$ cat src/rtl/burst_p2s_pkg.sv
package burst_p2s_pkg;

    typedef enum logic [0:0] {
        PH_WAIT  = 1'b0,
        PH_SHIFT = 1'b1
    } phase_e;

endpackage

$ cat src/rtl/burst_p2s_ctrl.sv
module burst_p2s_ctrl
    import burst_p2s_pkg::*;
(
    input  logic clk_i,
    input  logic rst_ni,
    input  logic trig_i,
    input  logic last_i,
    output logic start_o,
    output logic shift_o,
    output logic wait_o
);

    typedef struct packed {
        phase_e phase;
    } ctrl_s;

    ctrl_s st_d, st_q;

    always_comb begin
        st_d    = st_q;
        start_o = 1'b0;
        unique case (st_q.phase)
            PH_WAIT: begin
                if (trig_i) begin
                    start_o     = 1'b1;
                    st_d.phase  = PH_SHIFT;
                end
            end
            PH_SHIFT: begin
                // trigger level is not looked at here
                if (last_i) begin
                    st_d.phase = PH_WAIT;
                end
            end
            default: st_d.phase = PH_WAIT;
        endcase
    end

    always_ff @(posedge clk_i or negedge rst_ni) begin
        if (!rst_ni) begin
            st_q.phase <= PH_WAIT;
        end else begin
            st_q <= st_d;
        end
    end

    assign shift_o = (st_q.phase == PH_SHIFT);
    assign wait_o  = (st_q.phase == PH_WAIT);

endmodule

$ cat src/rtl/burst_p2s_cnt.sv
module burst_p2s_cnt #(
    parameter int SHIFTS = 8
) (
    input  logic clk_i,
    input  logic rst_ni,
    input  logic load_i,
    input  logic dec_i,
    output logic last_o
);

    generate
        if (SHIFTS == 1) begin : g_single
            // one shift per burst: every shift is the last one
            assign last_o = 1'b1;
        end else begin : g_count
            localparam int CW = $clog2(SHIFTS);
            localparam logic [CW-1:0] LOAD_VAL = CW'(SHIFTS - 1);

            typedef struct packed {
                logic [CW-1:0] left;
            } cnt_s;

            cnt_s c_d, c_q;

            always_comb begin
                c_d = c_q;
                if (load_i) begin
                    c_d.left = LOAD_VAL;
                end else if (dec_i && (c_q.left != '0)) begin
                    c_d.left = c_q.left - 1'b1;
                end
            end

            always_ff @(posedge clk_i or negedge rst_ni) begin
                if (!rst_ni) begin
                    c_q.left <= '0;
                end else begin
                    c_q <= c_d;
                end
            end

            assign last_o = (c_q.left == '0);
        end
    endgenerate

endmodule

$ cat src/rtl/burst_p2s_dp.sv
module burst_p2s_dp #(
    parameter int WIDTH = 8
) (
    input  logic             clk_i,
    input  logic             rst_ni,
    input  logic             cap_i,
    input  logic             shift_i,
    input  logic [WIDTH-1:0] par_i,
    output logic             msb_o
);

    typedef struct packed {
        logic [WIDTH-1:0] word;
    } dp_s;

    dp_s r_d, r_q;

    always_comb begin
        r_d = r_q;
        if (cap_i) begin
            r_d.word = par_i;
        end else if (shift_i) begin
            r_d.word = r_q.word << 1;
        end
    end

    // reset clears only; loading happens in the waiting phase
    always_ff @(posedge clk_i or negedge rst_ni) begin
        if (!rst_ni) begin
            r_q.word <= '0;
        end else begin
            r_q <= r_d;
        end
    end

    assign msb_o = r_q.word[WIDTH-1];

endmodule

$ cat src/rtl/burst_p2s.sv
module burst_p2s #(
    parameter int WIDTH  = 8,
    parameter int SHIFTS = WIDTH
) (
    input  logic             clk_i,
    input  logic             rst_ni,
    input  logic             trig_i,
    input  logic [WIDTH-1:0] par_i,
    output logic             ser_o,
    output logic             busy_o
);

    generate
        if (SHIFTS < 1 || SHIFTS > WIDTH) begin : g_bad_cfg
            $error("burst_p2s: SHIFTS must lie in 1..WIDTH");
        end
    endgenerate

    logic start_w;
    logic shift_w;
    logic wait_w;
    logic last_w;

    burst_p2s_ctrl u_ctrl (
        .clk_i   (clk_i),
        .rst_ni  (rst_ni),
        .trig_i  (trig_i),
        .last_i  (last_w),
        .start_o (start_w),
        .shift_o (shift_w),
        .wait_o  (wait_w)
    );

    burst_p2s_cnt #(.SHIFTS(SHIFTS)) u_cnt (
        .clk_i  (clk_i),
        .rst_ni (rst_ni),
        .load_i (start_w),
        .dec_i  (shift_w),
        .last_o (last_w)
    );

    burst_p2s_dp #(.WIDTH(WIDTH)) u_dp (
        .clk_i   (clk_i),
        .rst_ni  (rst_ni),
        .cap_i   (wait_w),
        .shift_i (shift_w),
        .par_i   (par_i),
        .msb_o   (ser_o)
    );

    assign busy_o = shift_w;

endmodule

$ cat config.mk
export PLATFORM = sky130hd
export DESIGN_NAME = burst_p2s
export DESIGN_NICKNAME = d
export VERILOG_FILES = /design/src/rtl/burst_p2s_pkg.sv /design/src/rtl/burst_p2s_ctrl.sv /design/src/rtl/burst_p2s_cnt.sv /design/src/rtl/burst_p2s_dp.sv /design/src/rtl/burst_p2s.sv
export SDC_FILE = /design/constraint.sdc
export NUM_CORES = 1
export LEC_CHECK = 0
export ABC_AREA = 1
export CAP_MARGIN = 20
export CORE_MARGIN = 1
export CORE_UTILIZATION = 30
export CTS_CLUSTER_DIAMETER = 30
export DETAILED_ROUTE_END_ITERATION = 8
export PLACE_DENSITY = 0.63
export SYNTH_ARGS = -nofsm -noshare
export SYNTH_HDL_FRONTEND = slang
export SYNTH_SLANG_ARGS = --single-unit
$ cat constraint.sdc
create_clock -name clk_i -period 2.4 [get_ports clk_i]
set_input_delay 0.36 -clock clk_i [delete_from_list [all_inputs] [get_ports clk_i]]
set_output_delay 0.36 -clock clk_i [all_outputs]
set_load 0.01 [all_outputs]
==> results of run 1 <==
## worst paths after layout
| path | start | to | slack (ns) | cells past startpoint |
|---|---|---|---|---|
| max | u_ctrl.shift_o | busy_o | 0.57 | 1 |
| min | rst_ni | u_dp.r_q[7] | 0.44 | 1 |
| max reg2reg | u_ctrl.shift_o | u_cnt.g_count.c_q[0] | 1.22 | 5 |
| min reg2reg | u_dp.r_q[2] | u_dp.r_q[3] | 0.44 | 2 |
| max in group asynchronous | rst_ni | u_cnt.g_count.c_q[0] | 1.61 | 1 |
| min in group clk_i | u_dp.r_q[2] | u_dp.r_q[3] | 0.44 | 2 |
## final cells by class
class | instances | area share
inverters | 8 | 0.0443
clock buffers | 3 | 0.0332
multi-input cells | 41 | 0.273
well taps | 16 | 0.0295
repair buffers | 12 | 0.177
flip-flops and latches | 12 | 0.443
## power groups by stage
stage | Combinational, uW | Sequential (uW) | Clock [uW]
finish | 315 | 354 | 115
detailed placement | 324 | 358 | 0
CTS | 323 | 355 | 125
floorplan | 253 | 340 | 0
global route | 378 | 364 | 136
global placement | 313 | 356 | 0
## logic make-up (layout without fill, tap and decap cells)
logic type,count (synthesis),after routing,synth area share
and+or+nand+nor,38,38,0.295
DFF,12,12,0.570
buffers and inverters,9,23,0.0784
adders and majority gates,2,2,0.0475
AOI/OAI and AO/OA,1,1,0.00949
## metal layers
metal,up-vias,GRT usage,wire length (um)
li1,212,-,-
met1,176,0.124,352
met2,12,0.173,388
met3,2,0.0875,80
met4,0,0.0545,10
met5,-,0,0
## layout by cell type (no fill, tap or decap), types with 2 or more instances in the layout
cell type and count:
nand2_1 33, ha_1 2, nand3_1 2, clkdlybuf4s50_1 12, dfrtp_1 12, clkbuf_4 3
inv_1 6, inv_2 2
## stage by stage
step | cell area, sq um | utilization | total power (uW) | instances | setup WS (ns)
CTS | 678 | 0.430 | 803 | 92 | 0.540
global route | 678 | 0.430 | 879 | 92 | 0.479
global placement | 656 | 0.416 | 669 | 89 | 0.861
finish | 678 | 0.430 | 784 | 92 | 0.567
floorplan | 527 | - | 593 | 62 | 1.44
detailed placement | 656 | 0.416 | 682 | 89 | 0.839
## sequential cells by signal, indices dropped and copies added, names as in the netlist
signal,count
u_cnt.g_count.c_q,3
u_ctrl.shift_o,1
u_dp.r_q,8
==> run_results.csv, run 1 <==
group,metric,value,unit
detailed_routing,vias,402,
power_and_ir_drop,p_seq_frac,0.451,
synthesis,synthCells,62,
worst_setup_path,critPathTopFamily,"buffers and inverters",
placed_design,portBuffers,12,
run,maxCapViolCount,0,
synthesis,ys_seq_elements,12,
clock_tree,insertion_delay,0.26,ns
cells_and_area,antenna_cells,0,
worst_setup_path,critPathBufInv,1,
clock_tree,cts_buffers,3,
sta,timing.fmax,546,MHz
power_and_ir_drop,power_density,1160,nW/um^2
cells_and_area,area_growth,28.7,%
sta,finalCritPeriodShare,0.764,
floorplan,core,1580,sq um
worst_setup_path,cp_slowest_stage_delay,0.62,ns
placed_design,place_congestion,0.754,
worst_setup_path,cp.required,2.04,ns
detailed_routing,drtIter0Drc,2,
grt,grt_pass1_wl,1.48,mm
clock_tree,cts_max_path_buffers,2,
hold_path,worst_hold_path_type,"input port to async pin",
floorplan,io_pins,13,
floorplan,die_x,43.9,um
synthesis,netlist.area_leader.share,0.570,
sta,setup_tns,0,ns
synthesis,synth_top_cell_by_area,"dfrtp_1",
sta,min_period,1.83,ns
clock_tree,cts.clk_slew.worst_paths,0.07,ns
cells_and_area,nFillCells,162,
synthesis,ys_top_cells_by_count,"33 x nand2_1, 12 x dfrtp_1, 6 x inv_1",
synthesis,netlist_area,527,sq um
floorplan,chipHeight,43.9,um
sta,worstMarginPinSlew,0.519,ns
sta,clock_skew,0.00490,ns
worst_setup_path,slowest_stage,"clkdlybuf4s50_1",
power_and_ir_drop,p_sw_frac,0.370,
run_status,status,"finished, final reports clean",
sta,hold_viol,0,
floorplan,std_cell_rows,14,
power_and_ir_drop,clockPowerShare,0.147,
cells_and_area,multiInputGateArea,185,sq um
sta,finalSetupViolations,0,
cells_and_area,seq_area,300,sq um
cells_and_area,layout-drive-gt1-share,0.0921,
synthesis,synth_ff_type,"dfrtp_1",
synthesis,ys_seq_area_frac,0.570,
detailed_routing,antenna_left,0,
worst_setup_path,crit_type,"flip-flop to primary output",
synthesis,postSynth.asyncResetShare,1.00,
clock_tree,postCtsSetupBuffers,0,
worst_setup_path,setup.worst_path.end_class,"primary output",
cells_and_area,nNetsFinal,91,
clock_tree,clockRootBuffer,"clkbuf_4",
synthesis,synth_cell_types,11,
detailed_routing,vias_per_cell,4.37,
synthesis,synth.avg_cell_area,8.50,sq um
grt,grt_antenna_before_repair,0,
worst_setup_path,critPathArrivalTime,1.47,ns
sta,rsz0062_at_grt,"false",
detailed_routing,post_drt_wl_per_cell,9.04,um
sta,holdWs,0.436,ns
clock_tree,tritoncts,"yes",
synthesis,synthesis.nets,75,
power_and_ir_drop,p_comb_frac,0.402,
sta,drv_slew,0,
grt,grt_start_max_net_pins,13,
power_and_ir_drop,leakagePower,0.000371,uW
power_and_ir_drop,net-switching-power,290,uW
floorplan,start_util,0.334,
detailed_routing,first_pass_iters,4,
clock_tree,cts_htree_levels,1,
detailed_routing,routed_wirelength,832,um
worst_setup_path,cp-start-kind,"flip-flop",
sta,max_slew_margin,0.653,
clock_tree,cts_sinks,12,
clock_tree,hold_buffers,0,
synthesis,synth_edf_count,0,
synthesis,yosysMostFrequentCell,"nand2_1",
worst_setup_path,crit_chain,"clkdlybuf4s50_1",
grt,gr-usage-all-layers,0.117,
placed_design,hpwl,631,um
synthesis,synth_area_leaders,"dfrtp_1 57%, nand2_1 24%, ha_1 4.8%",
worst_setup_path,crit_fanout,12,
grt,grt_overflow_total,0,
power_and_ir_drop,worst_ir_drop_vdd,0.393,mV
synthesis,yosys_warnings,0,
power_and_ir_drop,intPower,494,uW
detailed_routing,drc,0,
clock_tree,post_cts_resized,0,
grt,grt_pass1_vias,363,
floorplan,die_area,1930,sq um
No activity file was read; power rests on OpenSTA's default activity.
==> inputs of run 2 (changes only) <==
- clock period: 2.4 -> 1.8 ns (I/O delays scaled with it)
==> run 2 against run 1 <==
  * Total power rose by 44%
  * Sequential power rose by 24%
  * Global-route usage fell by 0.35 points
  * Largest power group is now combinational logic
  * Critical path type unchanged
  * Via count rose by 5.7%
  * Count of clock-buffer cells in the layout rose by 1
  * Utilization rose by 1.3 points
  * Critical endpoint unchanged
  * Hold slack got worse by 0.10 ns
  * Register-to-register slack got worse by 0.46 ns
  * Design area rose by 3.1%
  * Die area did not move
  * First-iteration DRC count rose to 7.0 times the previous value
==> run_results.csv, run 2 (same netlist as run 1, synthesis figures left out) <==
group,metric,value,unit
cells_and_area,nNetsFinal,92,
worst_setup_path,reg2reg_from,"u_ctrl.shift_o",
power_and_ir_drop,net-switching-power,409,uW
sta,worstMarginPinSlew,0.517,ns
sta,max_slew_margin,0.655,
grt,grt_pass1_wl,1.48,mm
cells_and_area,design_area,699,sq um
sta,min_period,1.42,ns
grt,grt_antenna_before_repair,0,
detailed_routing,drc,0,
sta,finalCritPeriodShare,0.787,
clock_tree,post_cts_resized,0,
power_and_ir_drop,p_seq_frac,0.387,
worst_setup_path,crit_fanout,2,
power_and_ir_drop,p_sw_frac,0.362,
cells_and_area,final_common_cell,"nand2_1",
grt,met2_usage,0.170,
cells_and_area,antenna_cells,0,
sta,clock_skew,0.00277,ns
clock_tree,cts_max_path_buffers,2,
floorplan,std_cell_rows,14,
grt,grt_use_met3,0.0417,
placed_design,place_congestion,0.730,
floorplan,io_pins,13,
grt,grt_start_max_net_pins,13,
worst_setup_path,crit_chain,"clkdlybuf4s50_1",
placed_design,hpwl,650,um
cells_and_area,layout_common_cells,"33 x nand2_1, 12 x clkdlybuf4s50_1, 12 x dfrtp_1, 6 x inv_1, 3 x clkbuf_4",
sta,timing.fmax,706,MHz
power_and_ir_drop,leakagePower,0.000383,uW
grt,grt_overflow_total,0,
floorplan,chipHeight,43.9,um
power_and_ir_drop,power,1130,uW
cells_and_area,nFillCells,161,
power_and_ir_drop,power_density,1620,nW/um^2
worst_setup_path,cp-startpoint,"u_ctrl.shift_o",
cells_and_area,instances_no_fill,94,
worst_setup_path,cp-start-kind,"flip-flop",
worst_setup_path,cp.required,1.53,ns
cells_and_area,multiInputGateArea,185,sq um
power_and_ir_drop,worst_ir_drop_vdd,0.548,mV
worst_setup_path,slowest_stage,"clkdlybuf4s50_1",
worst_setup_path,critPathArrivalTime,1.15,ns
clock_tree,insertion_delay,0.27,ns
detailed_routing,vias_per_cell,4.52,
placed_design,placed_cells,90,
clock_tree,cts_sinks,12,
detailed_routing,vias,425,
worst_setup_path,critPathTopFamily,"buffers and inverters",
hold_path,worst_hold_path_type,"input port to async pin",
grt,use_met1,0.122,
grt,top_usage_layer,"met2",
run,maxCapViolCount,0,
cells_and_area,layout-drive-gt1-share,0.115,
detailed_routing,drtIter0Drc,14,
cells_and_area,regMostFlops,"u_dp.r_q",
sta,setup_tns,0,ns
worst_setup_path,setup.worst_path.end_class,"primary output",
clock_tree,postCtsSetupBuffers,0,
clock_tree,cts.clk_slew.worst_paths,0.08,ns
clock_tree,clockRootBuffer,"clkbuf_4",
worst_setup_path,crit_type,"flip-flop to primary output",
sta,finalSetupViolations,0,
cells_and_area,area_growth,32.8,%
sta,drv_slew,0,
grt,grt_pass1_vias,372,
clock_tree,cts_buffers,3,
grt,gr-usage-all-layers,0.114,
sta,hold_viol,0,
worst_setup_path,cp_slowest_stage_delay,0.53,ns
power_and_ir_drop,p_comb_frac,0.422,
power_and_ir_drop,intPower,721,uW
detailed_routing,first_pass_iters,4,
detailed_routing,antenna_left,0,
floorplan,die_x,43.9,um
run_status,status,"finished, final reports clean",
clock_tree,cts_htree_levels,1,
detailed_routing,post_drt_wl_per_cell,9.47,um
power_and_ir_drop,clockPowerShare,0.190,
cells_and_area,largest_reg_flops,8,
floorplan,core,1580,sq um
floorplan,die_area,1930,sq um
detailed_routing,routed_wirelength,890,um
sta,rsz0062_at_grt,"false",
floorplan,start_util,0.334,
clock_tree,tritoncts,"yes",
placed_design,portBuffers,12,
placed_design,place_area,663,sq um
worst_setup_path,critPathBufInv,1,
clock_tree,hold_buffers,0,
cells_and_area,seq_area,300,sq um
sta,holdWs,0.333,ns
run 2: cell types whose count changed in the layout (fill, tap and decap cells not counted):
cell      before  now
clkbuf_8       0    1
buf_4          0    1
run 2: area by class of cell:
type	count	area share
Inverter	8	0.0429
Timing Repair Buffer	13	0.182
Clock buffer	4	0.0519
Tap cell	16	0.0286
Sequential cell	12	0.429
Multi-Input combinational cell	41	0.265
run 2: worst paths after layout:
path | end | slack, ns | depth (start not counted)
max | busy_o | 0.38 | 1
min | u_dp.r_q[5] | 0.33 | 1
max reg2reg | u_cnt.g_count.c_q[0] | 0.76 | 6
min reg2reg | u_dp.r_q[4] | 0.45 | 2
max in group asynchronous | u_ctrl.shift_o | 1.12 | 1
min in group clk_i | u_dp.r_q[4] | 0.45 | 2
run 2: metal layers:
layer  share of wire  vias up
met4           0.045        0
met3           0.083        4
met5               0        -
met2            0.44       17
li1                -      213
met1            0.42      191
run 2: power by group through the flow:
stage	combinational, uW	sequential (uW)	clock (uW)
global route	551	454	233
CTS	485	440	221
global placement	472	440	0
detailed placement	484	444	0
finish	477	438	215
floorplan	338	453	0
run 2: per-stage QoR:
| stage | worst slack (ns) | utilization |
|---|---|---|
| after CTS | 0.376 | 0.444 |
| after global placement | 0.687 | 0.421 |
| after global routing | 0.348 | 0.444 |
| after detailed placement | 0.682 | 0.421 |
| final | 0.384 | 0.444 |
| after floorplan | 0.841 | - |
==> inputs of run 3 (changes only) <==
- PLACE_DENSITY: 0.63 -> 0.65
- clock period: 1.8 -> 1.3 ns (I/O delays scaled with it)
==> run 3 against run 2 <==
  * Hold slack worse by 0.11 ns
  * Clock power up 34%
  * Register-to-register slack worse by 0.49 ns
  * Sequential share of layout area down 0.31 points
  * Cell count up 1.1%
  * Non-clock buffer count up 1
  * Flip-flop and latch count unchanged
  * Routed wire length up 3.0%
  * Combinational power up 35%
  * First-iteration DRC count down 79%
==> run_results.csv, run 3 (same netlist as run 1, synthesis figures left out) <==
group,metric,value,unit
clock_tree,cts_sinks,12,
power_and_ir_drop,worst_ir_drop_vdd,1.02,mV
grt,grt_antenna_before_repair,0,
clock_tree,hold_buffers,0,
worst_setup_path,critPathBufInv,1,
power_and_ir_drop,clockPowerShare,0.187,
floorplan,start_util,0.334,
sta,setup_tns,0,ns
run_status,status,"finished, final reports clean",
hold_path,worst_hold_path_type,"input port to async pin",
sta,max_slew_margin,0.898,
grt,gr-usage-all-layers,0.119,
sta,finalSetupViolations,0,
placed_design,hpwl,672,um
detailed_routing,drc,0,
cells_and_area,area_growth,33.7,%
detailed_routing,first_pass_iters,6,
grt,grt_pass1_vias,380,
grt,grt_start_max_net_pins,13,
cells_and_area,largest_reg_flops,8,
sta,rsz0062_at_grt,"false",
floorplan,chipHeight,43.9,um
detailed_routing,vias,412,
worst_setup_path,crit_fanout,2,
worst_setup_path,reg2reg_from,"u_cnt.g_count.c_q[0]",
worst_setup_path,critPathArrivalTime,0.92,ns
sta,worstMarginPinSlew,0.153,ns
power_and_ir_drop,p_comb_frac,0.419,
cells_and_area,nNetsFinal,93,
cells_and_area,nFillCells,159,
worst_setup_path,slowest_stage,"dfrtp_1",
floorplan,die_x,43.9,um
worst_setup_path,setup.worst_path.end_class,"primary output",
clock_tree,postCtsSetupBuffers,0,
floorplan,std_cell_rows,14,
worst_setup_path,critPathTopFamily,"flip-flops",
detailed_routing,drtIter0Drc,3,
floorplan,core,1580,sq um
sta,min_period,1.11,ns
sta,holdWs,0.226,ns
worst_setup_path,crit_type,"flip-flop to primary output",
power_and_ir_drop,p_sw_frac,0.364,
placed_design,place_area,671,sq um
floorplan,die_area,1930,sq um
cells_and_area,layout-drive-gt1-share,0.127,
placed_design,place_congestion,0.707,
worst_setup_path,cp_slowest_stage_delay,0.37,ns
clock_tree,cts_htree_levels,1,
clock_tree,tritoncts,"yes",
clock_tree,insertion_delay,0.27,ns
cells_and_area,antenna_cells,0,
placed_design,placed_cells,91,
clock_tree,clockRootBuffer,"clkbuf_4",
cells_and_area,final_common_cell,"nand2_1",
sta,timing.fmax,898,MHz
cells_and_area,design_area,704,sq um
cells_and_area,layout_common_cells,"33 x nand2_1, 12 x dfrtp_1, 10 x clkdlybuf4s50_1, 6 x inv_1, 3 x clkbuf_4",
clock_tree,cts_buffers,3,
placed_design,portBuffers,12,
sta,clock_skew,0.00380,ns
cells_and_area,instances_no_fill,95,
worst_setup_path,ff2ff_path_depth,7,
worst_setup_path,cp.required,1.11,ns
worst_setup_path,r2r_slack,0.27,ns
detailed_routing,vias_per_cell,4.34,
cells_and_area,regMostFlops,"u_dp.r_q",
clock_tree,cts_max_path_buffers,2,
clock_tree,cts.clk_slew.worst_paths,0.07,ns
grt,grt_overflow_total,0,
detailed_routing,routed_wirelength,917,um
worst_setup_path,timing.rr.end,"u_cnt.g_count.c_q[2]",
sta,finalCritPeriodShare,0.857,
run,maxCapViolCount,0,
grt,grt_pass1_wl,1.58,mm
sta,hold_viol,0,
power_and_ir_drop,p_seq_frac,0.394,
floorplan,io_pins,13,
sta,drv_slew,0,
detailed_routing,antenna_left,0,
worst_setup_path,cp-start-kind,"flip-flop",
power_and_ir_drop,net-switching-power,559,uW
power_and_ir_drop,power_density,2180,nW/um^2
detailed_routing,post_drt_wl_per_cell,9.65,um
worst_setup_path,crit_chain,"dlygate4sd2_1",
power_and_ir_drop,leakagePower,0.000390,uW
power_and_ir_drop,intPower,978,uW
[run 3: changes by cell type in the layout (fill, tap and decap cells not counted), sizes merged]
cell,previous run,this run
buf,1,2
clkdlybuf4s50,12,10
dlygate4sd2,0,2
[run 3: layout make-up]
class	count	area [sq um]	share of cell area
sequential	12	300	0.426
timing repair buffer	14	133	0.188
clock buffer	4	36.3	0.0515
tap	16	20.0	0.0284
multi-input combinational	41	185	0.263
inverter	8	30.0	0.0426
[run 3: what timing repair did]
item,4_1_cts,5_1_grt
resized for setup,2,0
setup endpoints to repair,2,0
endpoints found under the hold margin,0,0
[run 3: worst max-delay path by stage]
stage | from | endpoint | slack, ns | cells after the start
after floorplan | u_cnt.g_count.c_q[0] | u_cnt.g_count.c_q[2] | 0.34 | 7
after global placement | u_ctrl.shift_o | busy_o | 0.26 | 1
after detailed placement | u_ctrl.shift_o | busy_o | 0.25 | 1
after CTS | u_ctrl.shift_o | busy_o | 0.17 | 1
after global routing | u_ctrl.shift_o | busy_o | 0.14 | 1
final | u_ctrl.shift_o | busy_o | 0.19 | 1
[run 3: power by group through the flow]
| stage | combinational (uW) | clock (uW) | sequential (uW) |
|---|---|---|---|
| 2_1_floorplan | 467 | 0 | 627 |
| 3_3_place_gp | 654 | 0 | 609 |
| 3_5_place_dp | 674 | 0 | 616 |
| 4_1_cts | 656 | 301 | 608 |
| 5_1_grt | 759 | 322 | 627 |
| 6_report | 644 | 288 | 606 |
[run 3: routing by layer]
| metal | GRT usage | up-vias | wire [um] |
|---|---|---|---|
| met1 | 0.147 | 182 | 451 |
| li1 | - | 215 | - |
| met5 | 0 | - | 0 |
| met4 | 0.0364 | 0 | 0 |
| met2 | 0.170 | 15 | 391 |
| met3 | 0.0750 | 0 | 74 |
[run 3: stage by stage]
| step | power (uW) | util | worst slack (ns) |
|---|---|---|---|
| 3_5_place_dp | 1290 | 0.425 | 0.252 |
| 4_1_cts | 1570 | 0.447 | 0.172 |
| 6_report | 1540 | 0.447 | 0.186 |
| 5_1_grt | 1710 | 0.447 | 0.144 |
| 3_3_place_gp | 1260 | 0.425 | 0.261 |
| 2_1_floorplan | 1090 | - | 0.341 |
